[src/rtl/afilt_pkg.sv]
// Shared types and the CRC step for the receive address filter.
// Assumes the reflected CRC-32 polynomial and LSB-first bit order.
package afilt_pkg;

    localparam int          MAC_W    = 48;
    localparam int          IDX_W    = 6;
    localparam logic [31:0] CRC_POLY = 32'hEDB8_8320;

    // Mode bits captured per frame
    typedef struct packed {
        logic hash_en;
        logic all_grp;
        logic promisc;
    } mode_t;

    // One exact-match entry
    typedef struct packed {
        logic             en;
        logic [MAC_W-1:0] mac;
    } entry_t;

    // Advance a reflected CRC by one byte, LSB first
    function automatic logic [31:0] crc_step(input logic [31:0] crc_in,
                                             input logic [7:0]  d);
        logic [31:0] c;
        logic        fb;
        c = crc_in;
        for (int i = 0; i < 8; i++) begin
            fb = c[0] ^ d[i];
            c  = c >> 1;
            if (fb) c = c ^ CRC_POLY;
        end
        return c;
    endfunction

endpackage

[src/rtl/afilt_cfg.sv]
// Configuration store: staged registers written by software, and an
// active copy taken at each frame start. Assumes at most one write per
// cycle; unmapped indices are ignored.
module afilt_cfg
    import afilt_pkg::*;
#(
    parameter int N_ENT  = 4,
    parameter int CFG_AW = 4
) (
    input  logic              clk,
    input  logic              rst_n,
    input  logic              cfg_we,
    input  logic [CFG_AW-1:0] cfg_addr,
    input  logic [31:0]       cfg_wdata,
    input  logic              snap,
    output mode_t             act_mode,
    output logic [63:0]       act_hash,
    output entry_t            act_ent [N_ENT]
);

    mode_t       stg_mode;
    logic [63:0] stg_hash;
    entry_t      stg_ent [N_ENT];

    // Staged mode and hash words
    always_ff @(posedge clk) begin
        if (!rst_n) begin
            stg_mode <= '0;
            stg_hash <= '0;
        end else if (cfg_we) begin
            if (cfg_addr == CFG_AW'(0)) stg_mode <= mode_t'(cfg_wdata[2:0]);
            if (cfg_addr == CFG_AW'(1)) stg_hash[31:0]  <= cfg_wdata;
            if (cfg_addr == CFG_AW'(2)) stg_hash[63:32] <= cfg_wdata;
        end
    end

    // Staged exact-match entries, one register pair each
    for (genvar k = 0; k < N_ENT; k++) begin : g_ent
        localparam logic [CFG_AW-1:0] LO_IDX = CFG_AW'(4 + 2*k);
        localparam logic [CFG_AW-1:0] HI_IDX = CFG_AW'(5 + 2*k);

        // Write one half of entry k
        always_ff @(posedge clk) begin
            if (!rst_n) begin
                stg_ent[k] <= '0;
            end else if (cfg_we) begin
                if (cfg_addr == LO_IDX) stg_ent[k].mac[31:0] <= cfg_wdata;
                if (cfg_addr == HI_IDX) begin
                    stg_ent[k].mac[47:32] <= cfg_wdata[15:0];
                    stg_ent[k].en         <= cfg_wdata[31];
                end
            end
        end

        // Capture entry k at frame start
        always_ff @(posedge clk) begin
            if (!rst_n)    act_ent[k] <= '0;
            else if (snap) act_ent[k] <= stg_ent[k];
        end
    end

    // Capture mode and hash at frame start
    always_ff @(posedge clk) begin
        if (!rst_n) begin
            act_mode <= '0;
            act_hash <= '0;
        end else if (snap) begin
            act_mode <= stg_mode;
            act_hash <= stg_hash;
        end
    end

endmodule

[src/rtl/afilt_crc.sv]
// Serial CRC engine: one address byte per clock, preset on the start
// byte. Presents the next CRC and the bin index derived from it so the
// verdict can be registered on the same edge as the last byte.
module afilt_crc
    import afilt_pkg::*;
(
    input  logic             clk,
    input  logic             rst_n,
    input  logic             step,
    input  logic             restart,
    input  logic [7:0]       d,
    output logic [IDX_W-1:0] idx_nxt
);

    logic [31:0] crc_q;
    logic [31:0] crc_nxt;

    // Next CRC value, preset when a frame restarts
    always_comb begin
        crc_nxt = crc_q;
        if (step) crc_nxt = crc_step(restart ? 32'hFFFF_FFFF : crc_q, d);
    end

    // Hold the running CRC
    always_ff @(posedge clk) begin
        if (!rst_n) crc_q <= 32'hFFFF_FFFF;
        else        crc_q <= crc_nxt;
    end

    // Index = top bits of bit-reversed inverted CRC
    for (genvar j = 0; j < IDX_W; j++) begin : g_idx
        assign idx_nxt[j] = ~crc_nxt[IDX_W-1-j];
    end

endmodule

[src/rtl/afilt_match.sv]
// Exact-match comparator bank: flags a hit when the address equals any
// enabled entry. Purely combinational.
module afilt_match
    import afilt_pkg::*;
#(
    parameter int N_ENT = 4
) (
    input  logic [MAC_W-1:0] addr,
    input  entry_t           ent [N_ENT],
    output logic             hit
);

    logic [N_ENT-1:0] eq;

    for (genvar k = 0; k < N_ENT; k++) begin : g_cmp
        assign eq[k] = ent[k].en && (ent[k].mac == addr);
    end

    assign hit = |eq;

endmodule

[src/rtl/rx_addr_filter.sv]
// Receive destination address filter top. Collects six address bytes,
// runs the bin hash and exact-match compare, and registers one verdict
// per frame. Assumes bytes arrive in wire order, first byte flagged by
// byte_sof; bytes outside a frame are ignored.
module rx_addr_filter
    import afilt_pkg::*;
#(
    parameter int N_ENT  = 4,
    parameter int CFG_AW = $clog2(2*N_ENT + 4)
) (
    input  logic              clk,
    input  logic              rst_n,
    input  logic              cfg_we,
    input  logic [CFG_AW-1:0] cfg_addr,
    input  logic [31:0]       cfg_wdata,
    input  logic              byte_valid,
    input  logic              byte_sof,
    input  logic [7:0]        byte_data,
    output logic              frame_done,
    output logic              frame_pass
);

    localparam int NBYTES = MAC_W / 8;
    localparam int CNT_W  = $clog2(NBYTES + 1);

    logic              start_b;
    logic              cont_b;
    logic              last_b;
    logic              busy_q;
    logic [CNT_W-1:0]  cnt_q;
    logic [MAC_W-1:0]  addr_q;
    logic [MAC_W-1:0]  addr_nxt;
    logic [IDX_W-1:0]  idx_nxt;
    logic              hit;
    logic              verdict;
    mode_t             act_mode;
    logic [2:0]        act_mode_bits;
    logic [63:0]       act_hash;
    entry_t            act_ent [N_ENT];

    assign start_b       = byte_valid && byte_sof;
    assign cont_b        = byte_valid && !byte_sof && busy_q;
    assign last_b        = cont_b && (cnt_q == CNT_W'(NBYTES - 1));
    assign act_mode_bits = act_mode;

    afilt_cfg #(.N_ENT(N_ENT), .CFG_AW(CFG_AW)) u_cfg (
        .clk       (clk),
        .rst_n     (rst_n),
        .cfg_we    (cfg_we),
        .cfg_addr  (cfg_addr),
        .cfg_wdata (cfg_wdata),
        .snap      (start_b),
        .act_mode  (act_mode),
        .act_hash  (act_hash),
        .act_ent   (act_ent)
    );

    afilt_crc u_crc (
        .clk     (clk),
        .rst_n   (rst_n),
        .step    (start_b || cont_b),
        .restart (start_b),
        .d       (byte_data),
        .idx_nxt (idx_nxt)
    );

    afilt_match #(.N_ENT(N_ENT)) u_match (
        .addr (addr_nxt),
        .ent  (act_ent),
        .hit  (hit)
    );

    // Next address: first byte clears, later bytes fill in order
    always_comb begin
        addr_nxt = addr_q;
        if (start_b) begin
            addr_nxt      = '0;
            addr_nxt[7:0] = byte_data;
        end else if (cont_b) begin
            addr_nxt[{cnt_q, 3'b000} +: 8] = byte_data;
        end
    end

    // Verdict in priority order over the completed address
    always_comb begin
        if (act_mode.promisc || (&addr_nxt))  verdict = 1'b1;
        else if (addr_nxt[0]) begin
            if (act_mode.all_grp)             verdict = 1'b1;
            else if (act_mode.hash_en)        verdict = act_hash[idx_nxt];
            else                              verdict = 1'b0;
        end else                              verdict = hit;
    end

    // Byte counter and frame-in-progress flag
    always_ff @(posedge clk) begin
        if (!rst_n) begin
            busy_q <= 1'b0;
            cnt_q  <= '0;
        end else if (start_b) begin
            busy_q <= 1'b1;
            cnt_q  <= CNT_W'(1);
        end else if (cont_b) begin
            busy_q <= !last_b;
            cnt_q  <= last_b ? '0 : cnt_q + CNT_W'(1);
        end
    end

    // Address collection register
    always_ff @(posedge clk) begin
        if (!rst_n) addr_q <= '0;
        else        addr_q <= addr_nxt;
    end

    // Done strobe and verdict, registered with the last byte
    always_ff @(posedge clk) begin
        if (!rst_n) begin
            frame_done <= 1'b0;
            frame_pass <= 1'b0;
        end else begin
            frame_done <= last_b;
            frame_pass <= last_b && verdict;
        end
    end

endmodule

[config.mk]
export PLATFORM = sky130hd
export DESIGN_NAME = rx_addr_filter
export DESIGN_NICKNAME = d
export VERILOG_FILES = /design/src/rtl/afilt_pkg.sv /design/src/rtl/afilt_cfg.sv /design/src/rtl/afilt_crc.sv /design/src/rtl/afilt_match.sv /design/src/rtl/rx_addr_filter.sv
export SDC_FILE = /design/constraint.sdc
export NUM_CORES = 1
export LEC_CHECK = 0
export CORE_UTILIZATION = 40
export DETAILED_ROUTE_END_ITERATION = 8
export GPL_TIMING_DRIVEN = 0
export PLACE_DENSITY = 0.55
export SLEW_MARGIN = 20
export SYNTH_ARGS = -nofsm -noshare
export SYNTH_HDL_FRONTEND = slang
export SYNTH_SLANG_ARGS = --single-unit
[constraint.sdc]
create_clock -name clk -period 4.6 [get_ports clk]
set_input_delay 0.69 -clock clk [delete_from_list [all_inputs] [get_ports clk]]
set_output_delay 0.69 -clock clk [all_outputs]
set_load 0.03 [all_outputs]
==> flow_summary_export.csv <==
group,metric,value,unit
place,dp_cells,4006,
critical_path,startpoint_type,"register",
cts,clock_latency,0.62,ns
cts,cts_max_level,3,
run_status,violations,"setup timing",
logic_synthesis,synth_edf_count,196,
floorplan,die_area,70000,sq um
layout,layout.nets,3264,
layout,final_cell_count_no_fill,4142,
logic_synthesis,synth_cells,3069,
logic_synthesis,avgSynthCellArea,8.99,sq um
critical_path,critPathMaxStageDelay,0.75,ns
timing,finalCritPeriodShare,101,%
timing,drv_slew,0,
layout,area_growth,16.9,%
critical_path,cp.buffers_inverters,3,
timing,setup-violations-final,1,
timing,period_needed,4.67,ns
critical_path,crit_required,5.08,ns
pwr,clkPwrFrac,42.5,%
critical_path,crit_type,"register to register",
place,io_buffer_count,46,
critical_path,critPathArrivalTime,5.14,ns
place,place_ws,-2.48,ns
logic_synthesis,synth_ff_type,"dfxtp_1",
floorplan,chipWidth,265,microns
detailed_routing,drt_first_iter_violations,2919,
pwr,p_leak,11.3,nW
layout,finalInstanceArea,32200,sq um
floorplan,core_area,67800,sq um
logic_synthesis,yosysTopAreaCell,"dfxtp_1",
detailed_routing,wl,107,mm
place,placed_cell_area,29500,sq um
cts,clockBufferDepth,3,
grt,grt_pass1_wl,153,mm
layout,multi_input_area,12800,sq um
pwr,p_sw_share,27.0,%
logic_synthesis,synth-async-reset-ratio,0,%
place,finalWeightedCongestion,0.971,
grt,grt_antenna_before_repair,12,
pwr,p_int,9.74,mW
layout,fillers,6443,
hold_path,hold_path_startpoint,"u_cfg.stg_hash[29]",
timing,rsz0062_at_grt,"yes",
run_status,status,"complete, but fails checks",
cts,numCtsBuffers,69,
critical_path,slowest_stage,"o31ai_1",
timing,slew_headroom,18.1,%
cts,cts.sinks,612,
job,maxCapViolCount,0,
logic_synthesis,synth_top_cell_area_share,30.2,%
detailed_routing,ant_nets,0,
layout,drive_gt1_share,8.85,%
grt,grt_start_max_net_pins,22,
detailed_routing,first_pass_iters,7,
floorplan,num_io_pins,51,
logic_synthesis,synth_area,27600,sq um
critical_path,cp_common_cell,"a2111oi_2",
layout,mostFrequentLayoutCells,"nand2_1, dfxtp_1, a21oi_1, and2_1, edfxtp_1",
logic_synthesis,yosys_warnings,0,
logic_synthesis,yosys_register_bits,612,
timing,skew,0.0154,ns
critical_path,cp-end-kind,"register",
timing,worst_slew_pin_slew,1.22,ns
grt,grt_pass1_vias,22300,
timing,hold_ws,0.456,ns
hold_path,min-delay-path-class,"register to register",
floorplan,die_h,265,microns
pwr,vdd_drop_max,0.000297,V
critical_path,path_delay_family,"compound AO/OA/AOI/OAI gates",
cts,cts_tree,"done",
floorplan,row_count,95,
pwr,p_comb_share,12.7,%
pwr,switching_power,3.60,mW
pwr,p_seq_share,44.8,%
critical_path,r2r_start,"cnt_q[0]",
layout,regArea,14200,sq um
place,dp_hpwl,78.6,mm
logic_synthesis,syn_nets,3125,
timing,fmax,214,MHz
floorplan,initial_core_util,40.7,%
detailed_routing,drt_drc_violations_left,0,
critical_path,crit_chain,"clkbuf_8, inv_1, ha_2, ha_4, nand2_1, o31ai_1, and2_1, clkbuf_1, xnor2_1, o32a_1, a2111oi_2, and4_1, a32o_1, nor3_2, a2111oi_2",
pwr,total_power,13.3,mW
timing,hold_viol_final,0,
logic_synthesis,synthDistinctLibCells,81,
logic_synthesis,ys_seq_area_share,51.5,%
logic_synthesis,synth_area_leaders,"dfxtp_1, edfxtp_1, nand2_1, a21oi_1, and2_1",
cts,clk_pin_slew,0.06,ns
cts,root_buffer,"clkbuf_16",
grt,grt_usage,30.2,%
grt,overflow,0,
critical_path,crit_fanout,10,
critical_path,worstSetupStartpoint,"cnt_q[0]",
pwr,power.density,414,nW/um^2
detailed_routing,num_vias,23800,
layout,final_common_cell,"nand2_1",
detailed_routing,wl_per_cell,25.8,microns
detailed_routing,viasPerCell,5.75,
timing,setup_ws,-0.0672,ns
==> repair_timing <==
item | CTS | global route
hold buffers | 0 | 0
pin swaps | 4 | 3
buffers inserted | 3 | 3
endpoints found under the setup margin | 307 | 61
gates resized for setup | 90 | 32
==> through the flow <==
step	utilization [%]	setup TNS [ns]
global route	47.6	-0.108
global placement	43.0	-829.80
floorplan	-	0
finish	47.6	-0.0672
detailed placement	43.5	-659.17
CTS	47.5	0
==> path summary, 6_finish.rpt <==
| check | slack, ns | end | cells past startpoint |
|---|---|---|---|
| max | -0.07 | frame_pass | 15 |
| min | 0.46 | u_cfg.act_hash[29] | 2 |
| max reg2reg | -0.07 | frame_pass | 15 |
| min reg2reg | 0.46 | u_cfg.act_hash[29] | 2 |
==> power by group through the flow <==
| stage | Combinational [mW] | Sequential [mW] | Clock, mW |
|---|---|---|---|
| CTS | 1.66 | 5.97 | 5.72 |
| global route | 1.81 | 5.99 | 5.95 |
| detailed placement | 1.61 | 6.08 | 0 |
| global placement | 1.57 | 6.09 | 0 |
| floorplan | 1.03 | 6.02 | 0 |
| finish | 1.70 | 5.97 | 5.66 |
==> registers in the layout, summed over array words and instances (netlist names) <==
register	cells
u_cfg.act_ent	196
u_cfg.stg_ent	196
u_cfg.act_hash	64
u_cfg.stg_hash	64
addr_q	48
u_crc.crc_q	32
cnt_q	3
u_cfg.act_mode	3
u_cfg.stg_mode	3
busy_q	1
frame_done	1
frame_pass	1
==> routing by layer <==
| metal | vias up | track usage (%) | part of all wire, % |
|---|---|---|---|
| met5 | - | 0 | 0 |
| met4 | 0 | 11.2 | 3.5 |
| met3 | 170 | 5.78 | 9.3 |
| met2 | 1104 | 46.5 | 44 |
| met1 | 11700 | 42.1 | 43 |
| li1 | 10800 | - | - |
==> tightest hold or removal path, delay by kind of cell (launching register included) <==
kind            cells  cell delay [ns]
simple gates        1             0.05
compound gates      1             0.05
flops               1             0.31
==> kinds of logic after synthesis <==
logic type	Yosys count	synth area share [%]
DFF	612	51.5
buffers and inverters	251	3.52
xor gates and xnor gates	221	7.22
and+or+nand+nor	1338	22.6
AOI/OAI and AO/OA	581	12.5
adders and majority gates	7	0.317
muxes	59	2.39
==> final cells by class <==
| cell class | count | area share, % |
|---|---|---|
| flip-flops and latches | 612 | 44.1 |
| multi-input cells | 2206 | 39.7 |
| clock buffers | 97 | 6.22 |
| well taps | 873 | 3.39 |
| plain buffers | 211 | 2.82 |
| repair buffers | 70 | 2.27 |
| clock inverters | 31 | 0.993 |
| inverters | 38 | 0.442 |
| diodes | 4 | 0.0310 |
==> synthesized netlist by cell type, types with 6 or more instances <==
| cell | instances |
|---|---|
| nand3_1 | 47 |
| and4_1 | 7 |
| buf_2 | 8 |
| xnor2_1 | 107 |
| a21oi_1 | 366 |
| nor4bb_1 | 10 |
| o21ai_0 | 34 |
| xor2_1 | 110 |
| nand2b_1 | 8 |
| o211ai_1 | 35 |
| ha_1 | 7 |
| nand2_1 | 773 |
| mux2i_1 | 32 |
| and2_1 | 213 |
| nor2_1 | 116 |
| o2111ai_1 | 6 |
| nor4b_1 | 7 |
| or3_1 | 13 |
| inv_1 | 38 |
| o32ai_1 | 13 |
| o31ai_1 | 8 |
| nand4_1 | 29 |
| nor4_1 | 33 |
| nand4b_1 | 9 |
| clkbuf_1 | 184 |
| o22ai_1 | 11 |
| and3_1 | 13 |
| a22oi_1 | 8 |
| a211oi_1 | 7 |
| mux2_2 | 23 |
| buf_1 | 17 |
| edfxtp_1 | 196 |
| nor3b_1 | 7 |
| nor3_1 | 25 |
| dfxtp_1 | 416 |
| a31oi_1 | 25 |
(Power assumes the default switching activity.)
